File: src/rtl/irq_arb_pkg.sv
package irq_arb_pkg;
    parameter int NSRC    = 4;
    parameter int BID_W   = 8;
    parameter int ADDR_W  = 8;
    localparam int ID_W   = $clog2(NSRC);
    localparam int CODE_W = ID_W + BID_W;

    // sources that count as receivers while the watchdog is pending
    parameter logic [NSRC-1:0] RX_MASK = 4'b0101;

    parameter logic [ADDR_W-1:0] A_THRESH = 8'h60;
    parameter logic [ADDR_W-1:0] A_UPDATE = 8'h61;
    parameter logic [ADDR_W-1:0] A_CURRENT = 8'h62;

    typedef struct packed {
        logic             found;
        logic [ID_W-1:0]  id;
        logic [BID_W-1:0] bid;
    } win_t;

    function automatic logic [CODE_W-1:0] pack_code(win_t w, logic fire);
        return fire ? {w.id, w.bid} : '0;
    endfunction
endpackage

File: src/rtl/irq_arb_select.sv
module irq_arb_select
    import irq_arb_pkg::*;
(
    input  logic [NSRC-1:0]       elig,
    input  logic [NSRC*BID_W-1:0] bid,
    output win_t                  win
);
    logic [BID_W-1:0] bid_a [NSRC];

    genvar g;
    generate
        for (g = 0; g < NSRC; g++) begin : g_unpack
            assign bid_a[g] = bid[g*BID_W +: BID_W];
        end
    endgenerate

    // ascending scan with strict compare keeps the lower index on ties
    always_comb begin
        win = '0;
        for (int i = 0; i < NSRC; i++) begin
            if (elig[i] && (!win.found || bid_a[i] > win.bid)) begin
                win.found = 1'b1;
                win.id    = ID_W'(i);
                win.bid   = bid_a[i];
            end
        end
    end
endmodule

File: src/rtl/irq_arb_regs.sv
module irq_arb_regs
    import irq_arb_pkg::*;
(
    input  logic              clk,
    input  logic              rst,
    input  logic [ADDR_W-1:0] bus_addr,
    input  logic              bus_wr,
    input  logic [BID_W-1:0]  bus_wdata,
    input  logic              iack_n,
    input  logic [CODE_W-1:0] code,
    output logic [BID_W-1:0]  thr_q,
    output logic [CODE_W-1:0] cir_q,
    output logic              snap,
    output logic [CODE_W-1:0] bus_rdata
);
    logic iack_q;

    assign snap = (bus_wr && bus_addr == A_UPDATE) || (!iack_n && iack_q);

    always_ff @(posedge clk) begin
        if (rst) begin
            thr_q  <= '0;
            cir_q  <= '0;
            iack_q <= 1'b1;
        end else begin
            iack_q <= iack_n;
            if (bus_wr && bus_addr == A_THRESH) thr_q <= bus_wdata;
            if (snap) cir_q <= code;
        end
    end

    always_comb begin
        unique case (bus_addr)
            A_THRESH:  bus_rdata = CODE_W'(thr_q);
            A_CURRENT: bus_rdata = cir_q;
            default:   bus_rdata = '0;
        endcase
    end
endmodule

File: src/rtl/irq_bid_arbiter.sv
module irq_bid_arbiter
    import irq_arb_pkg::*;
(
    input  logic                   clk,
    input  logic                   rst,
    input  logic [ADDR_W-1:0]      bus_addr,
    input  logic                   bus_wr,
    input  logic [BID_W-1:0]       bus_wdata,
    output logic [CODE_W-1:0]      bus_rdata,
    input  logic [NSRC-1:0]        req,
    input  logic [NSRC*BID_W-1:0]  bid,
    input  logic                   wdog_pend,
    input  logic                   iack_n,
    output logic                   irq_n
);
    logic [NSRC-1:0]   elig;
    win_t              win;
    logic              fire;
    logic [CODE_W-1:0] code;
    logic [BID_W-1:0]  thr_q;
    logic [CODE_W-1:0] cir_q;
    logic              snap;

    assign elig = wdog_pend ? (req & RX_MASK) : req;

    irq_arb_select u_sel (
        .elig (elig),
        .bid  (bid),
        .win  (win)
    );

    assign fire = win.found && (wdog_pend || win.bid > thr_q);
    assign code = pack_code(win, fire);

    irq_arb_regs u_regs (
        .clk       (clk),
        .rst       (rst),
        .bus_addr  (bus_addr),
        .bus_wr    (bus_wr),
        .bus_wdata (bus_wdata),
        .iack_n    (iack_n),
        .code      (code),
        .thr_q     (thr_q),
        .cir_q     (cir_q),
        .snap      (snap),
        .bus_rdata (bus_rdata)
    );

    always_ff @(posedge clk) begin
        if (rst) irq_n <= 1'b1;
        else     irq_n <= ~fire;
    end
endmodule

File: config.mk
export PLATFORM = sky130hd
export DESIGN_NAME = irq_bid_arbiter
export DESIGN_NICKNAME = d
export VERILOG_FILES = /design/src/rtl/irq_arb_pkg.sv /design/src/rtl/irq_arb_select.sv /design/src/rtl/irq_arb_regs.sv /design/src/rtl/irq_bid_arbiter.sv
export SDC_FILE = /design/constraint.sdc
export NUM_CORES = 1
export LEC_CHECK = 0
export BUFFER_PORTS_ARGS = -buffer_cell sky130_fd_sc_hd__buf_2
export CORE_MARGIN = 2
export CORE_UTILIZATION = 54
export CTS_BUF_LIST = sky130_fd_sc_hd__clkbuf_4 sky130_fd_sc_hd__clkbuf_8
export CTS_CLUSTER_SIZE = 8
export DETAILED_ROUTE_END_ITERATION = 8
export PLACE_DENSITY = 0.85
export SYNTH_ARGS = -nofsm -noshare
export SYNTH_HDL_FRONTEND = slang
export SYNTH_SLANG_ARGS = --single-unit
File: constraint.sdc
create_clock -name clk -period 8.6 [get_ports clk]
set_clock_uncertainty 0.2 [all_clocks]
set_input_delay 0.86 -clock clk [delete_from_list [all_inputs] [get_ports clk]]
set_output_delay 0.86 -clock clk [all_outputs]
set_load 0.02 [all_outputs]
==> flow_summary.rst <==
.. list-table::
   :header-rows: 1

   * - Metric
     - Value
   * - Static leakage power
     - 1.17 nW
   * - Mapped cell area
     - 0.00221 sq mm
   * - Min Tclk post-route
     - 8.04 ns
   * - Internal Dissipation
     - 204 uW
   * - Area added between synthesis and finish
     - 18.8%
   * - Total routed wirelength
     - 5760 um
   * - Setup crit end kind
     - register
   * - Maximum number of pins on one net before global-route repair
     - 28
   * - Cell with the largest stage delay on the worst path
     - sky130_fd_sc_hd__o21ai_0
   * - Unrepaired setup endpoints after global routing
     - no
   * - Number of distinct standard cells referenced by the synthesized netlist
     - 48
   * - Clock tree from TritonCTS
     - done
   * - Final Cycle Share
     - 0.935
   * - Fraction of final layout cells with drive strength greater than 1
     - 0.246
   * - Asr flop ratio synth
     - 0
   * - Most common cell after layout, fill and taps aside
     - sky130_fd_sc_hd__buf_2
   * - Largest stage delay on the critical path
     - 0.41 ns
   * - Standard cell core area
     - 0.00397 sq mm
   * - Number of pins with negative max-slew slack in the final report
     - 0
   * - Depth of the CTS H-tree
     - 1
   * - Vias in the first global route
     - 2230
   * - Sequential-to-total area share from yosys stat
     - 0.181
   * - Area post-placement
     - 0.00255 sq mm
   * - Die area
     - 0.00463 sq mm
   * - Number of synthesized register bits
     - 20
   * - Most used cells in the layout excluding fill and tap cells
     - 67 x sky130_fd_sc_hd__buf_2, 33 x sky130_fd_sc_hd__nor2_1, 32 x sky130_fd_sc_hd__ha_1, 20 x sky130_fd_sc_hd__dfxtp_1, 19 x sky130_fd_sc_hd__inv_1
   * - Reg power frac
     - 0.311
   * - Max cap viols
     - 0
   * - Status
     - complete, no violations
   * - Worst EP required
     - 8.58 ns
   * - Net count, final
     - 423
   * - Antenna Violating Nets Remaining
     - 0
   * - Wire length of the first global-routing pass
     - 9490 um
   * - Vias
     - 2298
   * - Clock root cell
     - sky130_fd_sc_hd__clkbuf_8
   * - Routed length per placed instance
     - 15.0 um
   * - Clock Pin Slew Worst Setup and Hold Paths
     - 0.08 ns
   * - Sum of net half-perimeters after detailed placement
     - 4750 um
   * - Initial core utilization
     - 0.557
   * - Post-Route Setup TNS
     - 0 ns
   * - Worst-Margin Slew
     - 0.516 ns
   * - Number of core rows
     - 23
   * - Antenna cells
     - 0
   * - Avg Cell Area, Syn
     - 8.14 sq um
   * - Hold Violations, Final
     - 0
   * - Biggest fanout along the worst timing path
     - 27
   * - Worst hold-check slack
     - 0.267 ns
   * - Via-per-instance ratio
     - 6.00
   * - Global-route usage over all layers
     - 0.266
   * - Aggregate global routing overflow
     - 0
   * - Maximum frequency from static timing analysis
     - 0.124 GHz
   * - Fill cells
     - 356
   * - Min-Delay Path Class
     - reg2reg
   * - Count of yosys warnings during synthesis
     - 0
   * - CP Launch Type
     - input port
   * - DRC violation count after routing
     - 0
   * - I/O pin total
     - 68
   * - Overall die height
     - 68.0 um
   * - Count of flip-flops with a built-in enable after synthesis
     - 0
   * - Die Span X
     - 68.0 um
   * - First-pass detailed-route iteration total
     - 4
   * - Clock latency on the worst-skew pair
     - 0.27 ns
   * - Start-to-end type of the worst setup path
     - in2reg
   * - Number of DRC markers after the initial detailed-route iteration
     - 139
   * - Max-slew headroom at the worst pin
     - 0.656
   * - Proportion of total power due to net switching
     - 0.375
   * - Maximum VDD drop
     - 53.3 uV
   * - Post-CTS repair timing setup buffer count
     - 0
   * - Number of sinks handled by clock tree synthesis
     - 20
   * - Clock Power Share
     - 0.226
   * - Most common cell type on the critical path
     - sky130_fd_sc_hd__ha_1
   * - Final cell area excluding filler cells
     - 0.00263 sq mm
   * - Combinational cell fraction of total power
     - 0.464
   * - Total clock buffers created by CTS
     - 3
   * - CTS Hold Bufs
     - 0
   * - Net Sw Power
     - 122 uW
   * - Setup-failing EPs final
     - 0
   * - RD Place Congestion
     - 0.905
   * - Post-synth top flop
     - sky130_fd_sc_hd__dfxtp_1
   * - Power density over cell area
     - 124 mW/mm^2
   * - Count of input and output buffers
     - 67
   * - Synthesized netlist cell count
     - 272
   * - Number of gates given a new drive strength after cts
     - 0
   * - Number of antenna violations at the first check in global routing
     - 0
   * - Maximum number of buffers from clock root to sink
     - 2
   * - Syn_nets
     - 361
   * - Worst Path Arrival
     - 8.02 ns
[path summary, 6_finish.rpt]
check / end / slack [ns] / start / depth (start not counted)
min reg2reg: u_regs.cir_q[9] / 0.27 / u_regs.cir_q[9] / 2
min: u_regs.cir_q[9] / 0.27 / u_regs.cir_q[9] / 2
max reg2reg: u_regs.cir_q[0] / 6.16 / u_regs.thr_q[3] / 8
max: u_regs.cir_q[0] / 0.56 / req[0] / 30
[worst max-delay path, delay by kind of cell]
kind	cells	cell delay [ns]
AO/OA/AOI/OAI	14	3.85
adder cells (fa/ha/maj)	4	1.23
buffers and inverters	3	0.60
multiplexers	1	0.18
AND/OR/NAND/NOR	8	1.28
[cells by family (layout without fill, tap and decap cells)]
logic type               count (synthesis)  count (layout)  synth area share
AND/OR/NAND/NOR                         97              97             0.228
AO/OA/AOI/OAI                           75              75             0.269
adder cells (fa/ha/maj)                 32              32             0.181
buffers and inverters                   31              92            0.0644
flip-flops                              20              20             0.181
multiplexers                            17              17            0.0769
[sequential cells by signal, indices dropped and copies added (netlist names)]
name,cells
irq_n,1
u_regs.cir_q,10
u_regs.iack_q,1
u_regs.thr_q,8
[power groups by stage]
stage / clock [mW] / combinational, mW / sequential [mW]
after global placement: 0 / 0.141 / 0.103
final: 0.0737 / 0.151 / 0.102
after CTS: 0.0755 / 0.148 / 0.101
after floorplan: 0 / 0.105 / 0.103
after global routing: 0.0774 / 0.171 / 0.102
after detailed placement: 0 / 0.147 / 0.103
[metrics by stage]
stage / utilization / instances / total power [mW] / worst slack [ns]
after floorplan: - / 272 / 0.209 / 1.03
after global placement: 0.643 / 379 / 0.244 / 0.315
after detailed placement: 0.643 / 379 / 0.250 / 0.0577
after CTS: 0.657 / 383 / 0.325 / 0.325
after global routing: 0.662 / 383 / 0.350 / 0.0466
final: 0.662 / 383 / 0.327 / 0.560
[cell usage after synthesis, drive strengths merged (2+ instances only)]
cell    number  share of area
nor3         2         0.0045
dfxtp       20           0.18
nor2        34          0.059
o21a         2         0.0068
nand4        7          0.020
a22o         2         0.0079
nand3        3         0.0068
o31ai       16          0.054
a211o        2         0.0079
mux2i       17          0.077
buf          8          0.025
a22oi        7          0.024
a211oi       2         0.0090
o21ai        5          0.011
o21bai       2         0.0068
a221oi       8          0.032
and2         8          0.023
a21oi       12          0.029
or2          9          0.025
nor3b        2         0.0068
a32oi        8          0.032
nand2       18          0.031
clkbuf       4         0.0068
nor2b        4          0.011
ha          32           0.18
inv         19          0.032
nand2b       3         0.0085
and3         2         0.0057
a21o         3          0.010
[final cells by class]
cell class / count / area (sq um) / share of cell area
inverters: 19 / 71.3 / 0.0271
flip-flops and latches: 20 / 400 / 0.152
repair buffers: 69 / 350 / 0.133
multi-input cells: 221 / 1690 / 0.643
clock buffers: 4 / 55.1 / 0.0209
well taps: 50 / 62.6 / 0.0238
[routing by layer]
layer,up-vias,GRT usage,share of wire
met5,-,0,0
met4,0,0.103,0.022
met3,11,0.0181,0.064
met2,96,0.502,0.49
met1,1053,0.308,0.42
li1,1138,-,-
(Power assumes the default switching activity.)
